[src/rtl/stwd_pkg.sv]
package stwd_pkg;

    typedef enum logic [1:0] {
        STG_ARMED = 2'd0,
        STG_IRQ   = 2'd1,
        STG_NMI   = 2'd2,
        STG_RESET = 2'd3
    } stage_e;

    localparam logic [1:0] MODE_OFF = 2'd0;

    // True when the stage after s is the last one the mode allows
    function automatic logic is_last_stage(input stage_e s, input logic [1:0] mode);
        logic [2:0] nxt;
        nxt = {1'b0, s} + 3'd1;
        return nxt == {1'b0, mode};
    endfunction

endpackage

[src/rtl/stwd_prescale.sv]
module stwd_prescale #(
    parameter int PRE_LOG2 = 8
) (
    input  logic clk,
    input  logic rst,
    input  logic clr,
    input  logic run,
    output logic tick
);
    logic [PRE_LOG2-1:0] pre_q;

    always_ff @(posedge clk) begin
        if (rst || clr)
            pre_q <= '0;
        else if (run)
            pre_q <= pre_q + 1'b1;
    end

    assign tick = run && (&pre_q);
endmodule

[src/rtl/stwd_count.sv]
module stwd_count #(
    parameter int CNT_W = 24
) (
    input  logic             clk,
    input  logic             rst,
    input  logic             load,
    input  logic [CNT_W-1:0] load_val,
    input  logic             tick,
    input  logic [CNT_W-1:0] reload_val,
    input  logic             hold_zero,
    output logic [CNT_W-1:0] count,
    output logic             zero
);
    always_ff @(posedge clk) begin
        if (rst)
            count <= '0;
        else if (load)
            count <= load_val;
        else if (tick) begin
            if (zero)
                count <= hold_zero ? '0 : reload_val;
            else
                count <= count - 1'b1;
        end
    end

    assign zero = (count == '0);
endmodule

[src/rtl/stwd_seq.sv]
module stwd_seq
    import stwd_pkg::*;
(
    input  logic   clk,
    input  logic   rst,
    input  logic   restart,
    input  logic   expire,
    output stage_e stage,
    output logic   rst_pulse
);
    always_ff @(posedge clk) begin
        if (rst) begin
            stage     <= STG_ARMED;
            rst_pulse <= 1'b0;
        end else begin
            rst_pulse <= !restart && expire && (stage == STG_NMI);
            if (restart)
                stage <= STG_ARMED;
            else if (expire)
                stage <= stage_e'(stage + 2'd1);
        end
    end
endmodule

[src/rtl/stage_wdog.sv]
module stage_wdog
    import stwd_pkg::*;
#(
    parameter int LEN_W    = 16,
    parameter int PAD_W    = 8,
    parameter int PRE_LOG2 = 8
) (
    input  logic                   clk,
    input  logic                   rst,
    input  logic                   cfg_we,
    input  logic [1:0]             cfg_mode,
    input  logic [LEN_W-1:0]       cfg_len,
    input  logic                   poke,
    output logic [LEN_W+PAD_W-1:0] count_o,
    output logic [1:0]             stage_o,
    output logic                   irq_o,
    output logic                   nmi_o,
    output logic                   rst_req_o
);
    localparam int CNT_W = LEN_W + PAD_W;

    logic [1:0]       mode_q;
    logic [LEN_W-1:0] len_q;
    logic             idle;
    logic             cfg_restart;
    logic             restart;
    logic [CNT_W-1:0] restart_val;
    logic [CNT_W-1:0] reload_val;
    logic             run;
    logic             pre_tick;
    logic             cnt_zero;
    logic             expire;
    logic             hold_zero;
    stage_e           stage;

    always_ff @(posedge clk) begin
        if (rst) begin
            mode_q <= MODE_OFF;
            len_q  <= '0;
        end else if (cfg_we) begin
            mode_q <= cfg_mode;
            len_q  <= cfg_len;
        end
    end

    assign idle        = (mode_q == MODE_OFF);
    // Enabling from off or switching off loads the written length at once
    assign cfg_restart = cfg_we && (idle || cfg_mode == MODE_OFF);
    assign restart     = cfg_restart || poke;
    assign reload_val  = {len_q, {PAD_W{1'b0}}};
    assign restart_val = cfg_restart ? {cfg_len, {PAD_W{1'b0}}} : reload_val;
    assign run         = !idle && (stage < mode_q);
    assign expire      = pre_tick && cnt_zero;
    assign hold_zero   = is_last_stage(stage, mode_q);

    stwd_prescale #(.PRE_LOG2(PRE_LOG2)) u_pre (
        .clk  (clk),
        .rst  (rst),
        .clr  (restart),
        .run  (run),
        .tick (pre_tick)
    );

    stwd_count #(.CNT_W(CNT_W)) u_cnt (
        .clk        (clk),
        .rst        (rst),
        .load       (restart),
        .load_val   (restart_val),
        .tick       (pre_tick),
        .reload_val (reload_val),
        .hold_zero  (hold_zero),
        .count      (count_o),
        .zero       (cnt_zero)
    );

    stwd_seq u_seq (
        .clk       (clk),
        .rst       (rst),
        .restart   (restart),
        .expire    (expire),
        .stage     (stage),
        .rst_pulse (rst_req_o)
    );

    assign stage_o = stage;
    assign irq_o   = (stage != STG_ARMED);
    assign nmi_o   = (stage == STG_NMI) || (stage == STG_RESET);
endmodule

[config.mk]
export PLATFORM = sky130hd
export DESIGN_NAME = stage_wdog
export DESIGN_NICKNAME = d
export VERILOG_FILES = /design/src/rtl/stwd_pkg.sv /design/src/rtl/stwd_prescale.sv /design/src/rtl/stwd_count.sv /design/src/rtl/stwd_seq.sv /design/src/rtl/stage_wdog.sv
export SDC_FILE = /design/constraint.sdc
export NUM_CORES = 1
export LEC_CHECK = 0
export BUFFER_PORTS_ARGS = -buffer_cell sky130_fd_sc_hd__buf_4
export CORE_UTILIZATION = 60
export DETAILED_ROUTE_END_ITERATION = 16
export PLACE_DENSITY = 0.93
export SYNTH_ARGS = -nofsm -noshare
export SYNTH_HDL_FRONTEND = slang
export SYNTH_SLANG_ARGS = --single-unit
[constraint.sdc]
create_clock -name clk -period 5.6 [get_ports clk]
set_clock_uncertainty 0.2 [all_clocks]
set_input_delay 0 -clock clk [delete_from_list [all_inputs] [get_ports clk]]
set_output_delay 0 -clock clk [all_outputs]
set_load 0.02 [all_outputs]
Yosys cells after proc, flatten, opt, wreduce, memory -nomap -nowiden. Index checks and enable logic that the tools add are counted. W data, S select, Z words.

Bits in registers: 53. Output and inout port bits: 29. Logic and storage cells: 38.

Add/subtract/negate cells: 4. Magnitude comparators: 1. Equality and inequality tests: 3. Muxes and demuxes: 5. Reductions and logical operators: 19.

Operator list (count): $mux W24 (5); $logic_not A24 Y1 (1); $sub A24 B1 Y24 const B (1); $add A8 B1 Y8 const B (1); $reduce_and A8 Y1 (1); $logic_and A1 B1 Y1 (6); $eq A2 B2 Y1 const B (2); $logic_not A2 Y1 (2); $logic_or A1 B1 Y1 (4); $reduce_bool A2 Y1 (2); $add A2 B1 Y3 const B (1); $eq A3 B2 Y1 (1); $add A2 B1 Y2 const B (1); $logic_not A1 Y1 (2); $lt A2 B2 Y1 (1); $reduce_or A2 Y1 (1).

Depth between registers and ports, before layout. Gate-level depths: netlist of the first run.

Depth in word-level cells: 7. Mapped depth: 9. Mapped depth without buffers: 8.

Modules after synthesis. Synthesis of the first run repeated with hierarchy kept, for this count alone.

Cell total of the unflattened synthesis: 439. Area total of the unflattened synthesis: 3673.5 µm².

By module, submodules not included: stwd_count (instances 1, cells each 293, area each 2189.6 µm², seq. area each 480.5 µm²); stage_wdog (instances 1, cells each 95, area each 1007.2 µm², seq. area each 360.3 µm²); stwd_prescale (instances 1, cells each 40, area each 354.1 µm², seq. area each 160.2 µm²); stwd_seq (instances 1, cells each 11, area each 122.6 µm², seq. area each 60.1 µm²).

Worst setup path before layout of the first run. Ideal clock, no wire load.

Kind: register -> register. Start point: reg u_seq.stage[1]. End point: reg u_cnt.count[23]. Library setup time: 0.135 ns. Arrival: 2.246 ns. Data required time: 5.265 ns. Path slack: 3.019 ns. Stages on the path, launching flop included: 9. Period minus slack after synthesis: 2.581 ns. Cell sequence: dfxtp_1 > ha_1 > nor2b_1 > nor4_2 > and3_1 > clkbuf_1 > o21ai_0 > a2111oi_0 > a311oi_1.

Word-level cells in the longest chain between the ends: 6.

Ends and longest elaborated chain: from (decl) (RTL line stwd_seq.sv:8) `output stage_e stage,`; from (signal assigned) (RTL line stwd_seq.sv:20) `stage <= stage_e'(stage + 2'd1);`; $add A2 B1 Y3 (RTL line stwd_pkg.sv:15) `nxt = {1'b0, s} + 3'd1;`; $eq A3 B2 Y1 (RTL line stwd_pkg.sv:16) `return nxt == {1'b0, mode};`; $mux W24 (RTL line stwd_count.sv:21) `count <= hold_zero ? '0 : reload_val;`; $mux W24 (RTL line stwd_count.sv:20) `if (zero)`; $mux W24 (RTL line stwd_count.sv:19) `else if (tick) begin`; $mux W24 (RTL line stwd_count.sv:17) `else if (load)`; to (signal assigned) (RTL line stwd_count.sv:18) `count <= load_val;`; to (signal assigned) (RTL line stwd_count.sv:21); to (signal assigned) (RTL line stwd_count.sv:23) `count <= count - 1'b1;`; to (decl) (RTL line stwd_count.sv:11) `output logic [CNT_W-1:0] count,`.

Parallel ways exist; a longest one is shown, timed or not. The select of a mux whose other input is x is not followed. A chain may end at the register's enable or synchronous reset.

Worst setup path in the final report of the first run.
Start point: reg mode_q[1]. End point: reg u_cnt.count[23].

Word-level cells in the longest chain between the ends: 5.

Ends and longest elaborated chain: from (decl) (RTL line stage_wdog.sv:22) `logic [1:0] mode_q;`; from (signal assigned) (RTL line stage_wdog.sv:41) `mode_q <= cfg_mode;`; $eq A3 B2 Y1 or $logic_not A2 Y1 (tied branches) (RTL line stwd_pkg.sv:16, stage_wdog.sv:46); $mux W24, or another cell as far along (RTL line stwd_count.sv:21); $mux W24, or another cell as far along (RTL line stwd_count.sv:20); $mux W24, or another cell as far along (RTL line stwd_count.sv:19); $mux W24 or $reduce_bool A2 Y1 (tied branches).

Parallel ways exist; a longest one is shown, timed or not. The select of a mux whose other input is x is not followed.

==> impl_metrics.toml, run 1 <==
[global_route]
grt_pass1_wl_mm = 15.5
met3_usage_pct = 7.88
first_global_vias = 3218
antenna_found_initial = 0
grt_busiest_layer = "met2"
met2_usage_pct = 65.7
grt_max_degree = 51
grt_overflow = 0
gr-usage-met1_pct = 45.3
grt_util_all_layers_pct = 39.3

[yosys]
syn_nets = 376
yosys.cell_count.top_type = "nor2_1"
async_reset_ff_share_pct = 0
yosysTopAreaCell = "dfxtp_1"
yosys_warnings = 0
synth_seq_cells = 53
yosysTopAreaCellShare_pct = 36.5
synth_commonest_cells = "61 x nor2_1, 53 x dfxtp_1, 23 x nand2_1"
synth_area_per_cell_um2 = 8.41
yosysUniqueCellTypes = 53
synth_area_mm2 = 0.00291
synthFlopType = "dfxtp_1"
ys_seq_area_share_pct = 36.5
synth_edf_count = 0
ys_top_cells_by_area = "dfxtp_1 36%, nor2_1 7.9%, mux2i_1 6.5%"
synth_cells = 346

[cts]
cts_buffers = 5
hold_buffers = 51
clk_pin_slew_worst_paths_ns = 0.10
cts_buffer_depth = 2
post-cts-setup-buffer-count = 0
cts-resized-gates = 0
cts_root_buf = "clkbuf_8"
htree_levels = 2
cts_tree = "built"
cts.sinks = 53
worstSkewPairLatency_ns = 0.33

[pwr]
p_per_area_mw_per_mm2 = 250
swShare_pct = 36.1
clkPwrFrac_pct = 23.0
power.leakage_nw = 1.60
net-switching-power_uw = 349
power_frac_seq_pct = 45.6
p_int_uw = 618
peakVddDrop_mv = 0.218
p_total_uw = 968
combPwrFrac_pct = 31.5

[worst_setup_path]
critPathBufInv = 1
worstSetupPathType = "flip-flop to flip-flop"
cp-end-kind = "flip-flop"
cp-start-kind = "flip-flop"
worst-path-max-fanout = 6
crit_slowest_cell = "a2111oi_0"
worstPathCellList = "inv_1, ha_1, nor2b_1, nor4_2, and3_1, o21ai_0, a2111oi_0, a311oi_1"
required_ns = 5.60
critPathTopFamily = "compound AO/OA/AOI/OAI gates"
crit_arrival_ns = 3.17
slowest_delay_ns = 0.59

[detailed_routing]
via_per_inst = 6.70
drt_iter0_drc = 504
dr_total_vias = 3276
dr.pass1.iters = 5
wl_per_cell_um = 20.1
drt-total-wl_mm = 9.83
antenna_left = 0
post-route-drc-count = 0

[floorplanning]
die_w_um = 71.6
io_pins = 51
die-area_mm2 = 0.00513
initial_core_util_pct = 64.6
num_rows = 24
core_mm2 = 0.00450
die_h_um = 71.6

[sta]
slew_headroom_pct = 25.8
holdWs_ns = 0.00387
final_hold_viol_count = 0
fmax_ghz = 0.315
final.setup.tns_ns = 0
worst_pin_slew_ns = 1.11
slew_viol_final = 0
period_needed_ns = 3.17
fin_crit_sh_pct = 56.7
rsz0062_at_grt = "no"
setup_viol = 0

[min_path]
hp-class = "primary input to flip-flop"

[final_layout]
diodes = 0
fin_area_mm2 = 0.00387
syn_to_final_growth_pct = 33.1
post-route-util_pct = 86.0
drive_above_1_share_pct = 16.0
num-nets-final = 466

[place]
dpl.hpwl_mm = 5.23
gp_congestion = 0.811
placedInstanceArea_mm2 = 0.00328
io_buffers = 50

[run_status]
outcome = "finished clean"

[job]
cap_violations = 0
[power by group through the flow]
stage / logic (mW) / registers, mW / clock network [mW]
final: 0.304 / 0.441 / 0.222
after global routing: 0.321 / 0.443 / 0.236
after CTS: 0.283 / 0.437 / 0.217
after detailed placement: 0.248 / 0.445 / 0
after global placement: 0.240 / 0.444 / 0
after floorplan: 0.157 / 0.456 / 0
[metrics by stage]
step | setup slack [ns] | cells
5_1_grt | 2.24 | 489
3_5_place_dp | 2.65 | 430
2_1_floorplan | 3.02 | 346
6_report | 2.43 | 489
3_3_place_gp | 2.80 | 430
4_1_cts | 2.56 | 489
[metal layers]
layer  part of all wire, %  routed length [um]
met5                     0                   0
met1                    37                3600
met4                   5.6                 550
met3                   9.0                 886
met2                    49                4790
[kinds of logic (layout without fill, tap and decap cells)]
kind of cell    after synthesis  after routing  share of synthesized area, %
simple gates                149            149                          26.7
xor+xnor                     17             17                          5.12
fa+ha+maj                     8              8                          3.44
compound gates               72             72                          17.9
flops                        53             53                          36.5
mux                          19             19                          6.53
buf+inv                      28            119                          3.87
[path summary, 6_finish.rpt]
check / from / to / slack (ns) / depth (start not counted)
setup reg to reg: mode_q[1] / u_cnt.count[23] / 2.43 / 8
hold reg to reg: len_q[4] / u_cnt.count[12] / 0.28 / 2
hold / removal: cfg_we / len_q[5] / 0.004 / 3
setup / recovery: mode_q[1] / u_cnt.count[23] / 2.43 / 8
[state kept, by name, summed over array words and instances (netlist names)]
register,flops
len_q,16
mode_q,2
u_cnt.count,24
u_pre.pre_q,8
u_seq.rst_pulse,1
u_seq.stage,2
[layout make-up]
type                    count  area (um^2)
multi-input cells         265         1740
fillers                   237          632
clock inverters             2         10.0
well taps                  52         65.1
inverters                   9         33.8
flip-flops and latches     53         1060
clock buffers               6         72.6
repair buffers            102          893
[worst register-to-register path, delay by kind of cell (launching register included)]
kind	cells	cell delay, ns
AOI/OAI and AO/OA	3	1.07
DFF	1	0.44
buffers and inverters	1	0.08
and+or+nand+nor	3	0.99
adders and majority gates	1	0.28
[cell usage in the layout, fill, tap and decap left out, types with 8 or more instances in the layout]
cell            n
ha_1            8
o21ai_0        13
buf_4          51
dlygate4sd3_1  51
dfxtp_1        53
nand3_1         8
nor3_1         16
nor2_1         61
mux2i_1        19
inv_1           9
xor2_1         10
nand2_1        23
a21oi_1        19
No activity file was read; power rests on OpenSTA's default activity.
==> inputs of run 2 (changes only) <==
--- a/config.mk
+++ b/config.mk
@@ -6,9 +6,9 @@
 export NUM_CORES = 1
 export LEC_CHECK = 0
 export BUFFER_PORTS_ARGS = -buffer_cell sky130_fd_sc_hd__buf_4
-export CORE_UTILIZATION = 60
+export CORE_UTILIZATION = 50
 export DETAILED_ROUTE_END_ITERATION = 16
-export PLACE_DENSITY = 0.93
+export PLACE_DENSITY = 0.83
 export SYNTH_ARGS = -nofsm -noshare
 export SYNTH_HDL_FRONTEND = slang
 export SYNTH_SLANG_ARGS = --single-unit
==> constraint.sdc (replaced) <==
create_clock -name clk -period 2.9 [get_ports clk]
set_clock_uncertainty 0.2 [all_clocks]
set_input_delay 0 -clock clk [delete_from_list [all_inputs] [get_ports clk]]
set_output_delay 0 -clock clk [all_outputs]
set_load 0.02 [all_outputs]
==> run 2 against run 1 <==
Against the previous run: routed wire length decreased by 13%; cell count increased by 6.5%; fmax increased by 14%; worst setup slack got worse by 2.3 ns; first-iteration DRC count decreased by 49%; largest cell class unchanged; highest routed layer unchanged.
==> impl_metrics.toml, run 2 (synthesis gave the netlist of run 1 again) <==
[place]
dp_worst_setup_slack_ns = 0.260
placedInstanceArea_mm2 = 0.00338
io_buffers = 50
dpl.hpwl_mm = 5.20
gp_congestion = 0.865

[cts]
cts_buffers = 5
cts_buffer_depth = 2
cts_root_buf = "clkbuf_8"
clk_pin_slew_worst_paths_ns = 0.10
cts-resized-gates = 0
worstSkewPairLatency_ns = 0.31
cts.sinks = 53
post-cts-setup-buffer-count = 0
cts_tree = "built"
htree_levels = 2

[worst_setup_path]
cp-end-kind = "flip-flop"
crit_arrival_ns = 2.76
critPathBufInv = 1
worstPathCellList = "inv_1, ha_1, nor2b_1, nor4_2, and3_1, o21ai_0, a2111oi_0, a311oi_1"
crit_slowest_cell = "a2111oi_0"
slowest_delay_ns = 0.51
r2r_slack_ns = 0.12
timing.rr.end = "u_cnt.count[23]"
required_ns = 2.89
worstSetupPathType = "flip-flop to flip-flop"
cp-start-kind = "flip-flop"
reg2reg_from = "mode_q[1]"
reg2regPathDepth = 8
worst-path-max-fanout = 6
critPathTopFamily = "simple AND/OR/NAND/NOR gates"

[pwr]
power.leakage_nw = 1.67
p_per_area_mw_per_mm2 = 481
peakVddDrop_mv = 0.356
p_total_mw = 1.93

[final_layout]
regMostFlops = "u_cnt.count"
top_regs = "u_cnt.count (24), len_q (16), u_pre.pre_q (8)"
drive_above_1_share_pct = 17.8
fillers = 439
multiInputGateArea_mm2 = 0.00174
fin_area_mm2 = 0.00402
diodes = 0
seqCellArea_mm2 = 0.00106
largest_reg_flops = 24
num-nets-final = 479
most-common-layout-cells = "61 x nor2_1, 61 x buf_4, 54 x dlygate4sd3_1"
syn_to_final_growth_pct = 38.3

[sta]
fmax_ghz = 0.360
period_needed_ns = 2.78
slew_viol_final = 0
slew_headroom_pct = 38.7
final_hold_viol_count = 0
worst_pin_slew_ns = 0.920
fin_crit_sh_pct = 95.7
setup_viol = 0
fin_ws_ns = 0.124
final.setup.tns_ns = 0
rsz0062_at_grt = "yes"

[detailed_routing]
drt_iter0_drc = 257
via_per_inst = 5.88
wl_per_cell_um = 16.4
dr_total_vias = 3065
drt-total-wl_mm = 8.53
antenna_left = 0
dr.pass1.iters = 5
post-route-drc-count = 0

[global_route]
first_global_vias = 2895
grt_util_all_layers_pct = 28.9
grt_max_degree = 51
antenna_found_initial = 0
grt_pass1_wl_mm = 14.0
grt_overflow = 0

[min_path]
whs_path_depth = 2
hold_path_end = "u_cnt.count[9]"
hp-class = "flip-flop to flip-flop"
hp-start = "len_q[1]"

[floorplanning]
io_pins = 51
die_h_um = 78.3
num_rows = 27
core_mm2 = 0.00557
die-area_mm2 = 0.00613
die_w_um = 78.3
initial_core_util_pct = 52.2

[job]
cap_violations = 0

[run_status]
outcome = "finished clean"
## run 2: timing repair
item,4_1_cts,5_1_grt
hold buffers,54,0
endpoints found under the setup margin,0,1
hold endpoints to repair,37,0
## run 2: worst max-delay path by stage
stage | startpoint | end | cells past startpoint
2_1_floorplan | u_seq.stage[1] | u_cnt.count[23] | 8
6_report | mode_q[1] | u_cnt.count[23] | 8
4_1_cts | mode_q[1] | u_cnt.count[18] | 8
5_1_grt | mode_q[1] | u_cnt.count[11] | 8
3_3_place_gp | mode_q[1] | u_cnt.count[18] | 8
3_5_place_dp | mode_q[1] | u_cnt.count[23] | 8
## run 2: stage by stage
stage	hold slack (ns)	std cells	util, %
final	0.267	521	72.2
after floorplan	-0.0529	346	-
after detailed placement	0.0549	460	60.6
after CTS	0.270	521	72.2
after global placement	0.0497	460	60.6
after global routing	0.288	521	72.2
## run 2: area by class of cell
class | instances | share of cell area (%)
multi-input cells | 265 | 43.2
flip-flops and latches | 53 | 26.4
repair buffers | 115 | 24.8
well taps | 72 | 2.24
clock buffers | 5 | 1.71
clock inverters | 2 | 0.871
inverters | 9 | 0.840
## run 2: tightest hold or removal path: stages, from the launching register on
cell      delay [ns]
dfxtp_1         0.32
nand2_1         0.05
a211oi_1        0.06
## run 2: routing by layer
| metal | routed length, um | global-route usage, % | vias to the layer above |
|---|---|---|---|
| met5 | 0 | 0 | - |
| met4 | 184 | 11.7 | 0 |
| met3 | 595 | 6.28 | 25 |
| met2 | 4120 | 47.7 | 147 |
| met1 | 3630 | 36.6 | 1424 |
| li1 | - | - | 1469 |
## run 2: power by group
part,switching (mW),internal (mW),leakage [nW]
clock,0.243,0.251,0.0540
sequential,0.0734,0.776,0.435
combinational,0.318,0.272,1.18
total,0.634,1.30,1.67
==> inputs of run 3 (changes only) <==
--- a/config.mk
+++ b/config.mk
@@ -6,9 +6,11 @@
 export NUM_CORES = 1
 export LEC_CHECK = 0
 export BUFFER_PORTS_ARGS = -buffer_cell sky130_fd_sc_hd__buf_4
-export CORE_UTILIZATION = 50
+export CELL_PAD_IN_SITES_DETAIL_PLACEMENT = 1
+export CELL_PAD_IN_SITES_GLOBAL_PLACEMENT = 2
+export CORE_UTILIZATION = 30
 export DETAILED_ROUTE_END_ITERATION = 16
-export PLACE_DENSITY = 0.83
+export PLACE_DENSITY = 0.84
 export SYNTH_ARGS = -nofsm -noshare
 export SYNTH_HDL_FRONTEND = slang
 export SYNTH_SLANG_ARGS = --single-unit
==> run 3 against run 2 <==
Against the previous run: sequential share of layout area down 1.1 points; power up 4.4%; register-to-register slack worse by 0.03 ns; die area up 65%; cell count up 12%; combinational power up 5.9%; worst hold slack better by 0.0075 ns; critical path type unchanged; critical endpoint is now u_cnt.count[21].
==> impl_metrics.toml, run 3 (synthesis gave the netlist of run 1 again) <==
[run_status]
outcome = "finished clean"

[final_layout]
largest_reg_flops = 24
most-common-layout-cells = "65 x buf_4, 61 x nor2_1, 56 x dlygate4sd3_1"
syn_to_final_growth_pct = 44.5
final_common_cell = "buf_4"
drive_above_1_share_pct = 19.0
regMostFlops = "u_cnt.count"
diodes = 0
fillers = 1095
num-nets-final = 486
top_regs = "u_cnt.count (24), len_q (16), u_pre.pre_q (8)"

[sta]
slew_headroom_pct = 37.1
worst_pin_slew_ns = 0.933
slew_viol_final = 0
holdWs_ns = 0.275
setup_viol = 0
fin_crit_sh_pct = 96.9
period_needed_ns = 2.81
fmax_ghz = 0.356
fin_ws_ns = 0.0896
final.setup.tns_ns = 0
final_hold_viol_count = 0

[worst_setup_path]
critPathCapture = "u_cnt.count[21]"
cp-startpoint = "mode_q[1]"
critPathTopFamily = "compound AO/OA/AOI/OAI gates"
r2r_slack_ns = 0.09
worstPathCellList = "inv_1, ha_1, nor2b_1, nor4_4, and3_1, o21ai_0, a2111oi_0, a311oi_1"
crit_arrival_ns = 2.84
worst-path-stages = 8
critPathBufInv = 1
cp-start-kind = "flip-flop"
crit_slowest_cell = "o21ai_0"
reg2regPathDepth = 8
slowest_delay_ns = 0.73
worstSetupPathType = "flip-flop to flip-flop"
timing.rr.end = "u_cnt.count[21]"
required_ns = 2.93
reg2reg_from = "mode_q[1]"
cp-end-kind = "flip-flop"
worst-path-max-fanout = 6

[detailed_routing]
wl_per_cell_um = 16.8
via_per_inst = 5.24
post-route-drc-count = 0
dr_total_vias = 3073
drt-total-wl_mm = 9.83
antenna_left = 0
dr.pass1.iters = 4
drt_iter0_drc = 103

[cts]
cts.sinks = 53
worstSkewPairLatency_ns = 0.32
cts_buffers = 5
cts_buffer_depth = 2
post-cts-setup-buffer-count = 0
cts_root_buf = "clkbuf_8"
cts_tree = "built"
clk_pin_slew_worst_paths_ns = 0.11
htree_levels = 2

[pwr]
power_frac_seq_pct = 41.9
p_int_mw = 1.35
peakVddDrop_mv = 0.184
swShare_pct = 33.2
p_total_mw = 2.02
power.leakage_nw = 1.71
net-switching-power_uw = 670
p_per_area_mw_per_mm2 = 480
clkPwrFrac_pct = 27.2
combPwrFrac_pct = 30.9

[global_route]
grt_pass1_wl_mm = 16.1
first_global_vias = 3227
grt_util_all_layers_pct = 20.2
antenna_found_initial = 0
grt_overflow = 0
grt_max_degree = 51

[place]
dpl.hpwl_mm = 6.41
dp_worst_setup_slack_ns = 0.140
io_buffers = 50
gp_congestion = 0.779

[floorplanning]
die_h_um = 100
die-area_mm2 = 0.0101
core_mm2 = 0.00933
die_w_um = 100
initial_core_util_pct = 31.2
num_rows = 35
io_pins = 51

[min_path]
hp-class = "flip-flop to flip-flop"

[job]
cap_violations = 0
==> run 3: worst min path at each step <==
stage               slack (ns)        start  cells after the start         endpoint
floorplan                -0.05   cfg_len[6]                      2         len_q[6]
global placement          0.05  cfg_len[14]                      3        len_q[14]
finish                    0.27     len_q[4]                      2  u_cnt.count[12]
detailed placement        0.06  cfg_len[10]                      3        len_q[10]
CTS                       0.27     len_q[2]                      2  u_cnt.count[10]
global route              0.29     len_q[2]                      2  u_cnt.count[10]
==> run 3: metrics by stage <==
stage          instances  util (%)  cell area (um^2)
3_5_place_dp         522      37.5              3500
4_1_cts              586      44.8              4180
3_3_place_gp         522      37.5              3500
2_1_floorplan        346         -              2910
6_report             586      45.1              4210
5_1_grt              586      45.1              4210
==> run 3: power by group through the flow <==
| stage | logic, mW | clock network [mW] | registers [mW] |
|---|---|---|---|
| finish | 0.625 | 0.549 | 0.845 |
| global route | 0.681 | 0.583 | 0.853 |
| CTS | 0.613 | 0.565 | 0.844 |
| detailed placement | 0.540 | 0 | 0.861 |
| global placement | 0.530 | 0 | 0.858 |
| floorplan | 0.304 | 0 | 0.881 |
==> run 3: cell type report <==
type	instances	area, um^2	share of cell area, %
Clock buffer	6	82.6	1.96
Clock inverter	2	37.5	0.893
Inverter	9	33.8	0.803
Multi-Input combinational cell	265	1760	41.9
Sequential cell	53	1060	25.2
Tap cell	129	161	3.84
Timing Repair Buffer	122	1070	25.4
==> run 3: tightest hold or removal path: cells and delay by family (launching register included) <==
family | cells | cell delay [ns]
AOI/OAI and AO/OA | 1 | 0.06
and+or+nand+nor | 1 | 0.05
DFF | 1 | 0.33
==> run 3: per-layer routing <==
layer / routed length [um] / track usage, % / part of all wire (%) / vias to the layer above
li1: - / - / - / 1480
met5: 0 / 0 / 0 / -
met3: 352 / 2.70 / 3.6 / 8
met2: 5080 / 35.7 / 52 / 56
met1: 4300 / 25.4 / 44 / 1529
met4: 97 / 6.69 / 0.99 / 0
==> run 3: repair_timing <==
action / in CTS / in global routing
endpoints found under the setup margin: 0 / 16
endpoints found under the hold margin: 38 / 0
resized for setup: 0 / 5
hold buffers: 56 / 0
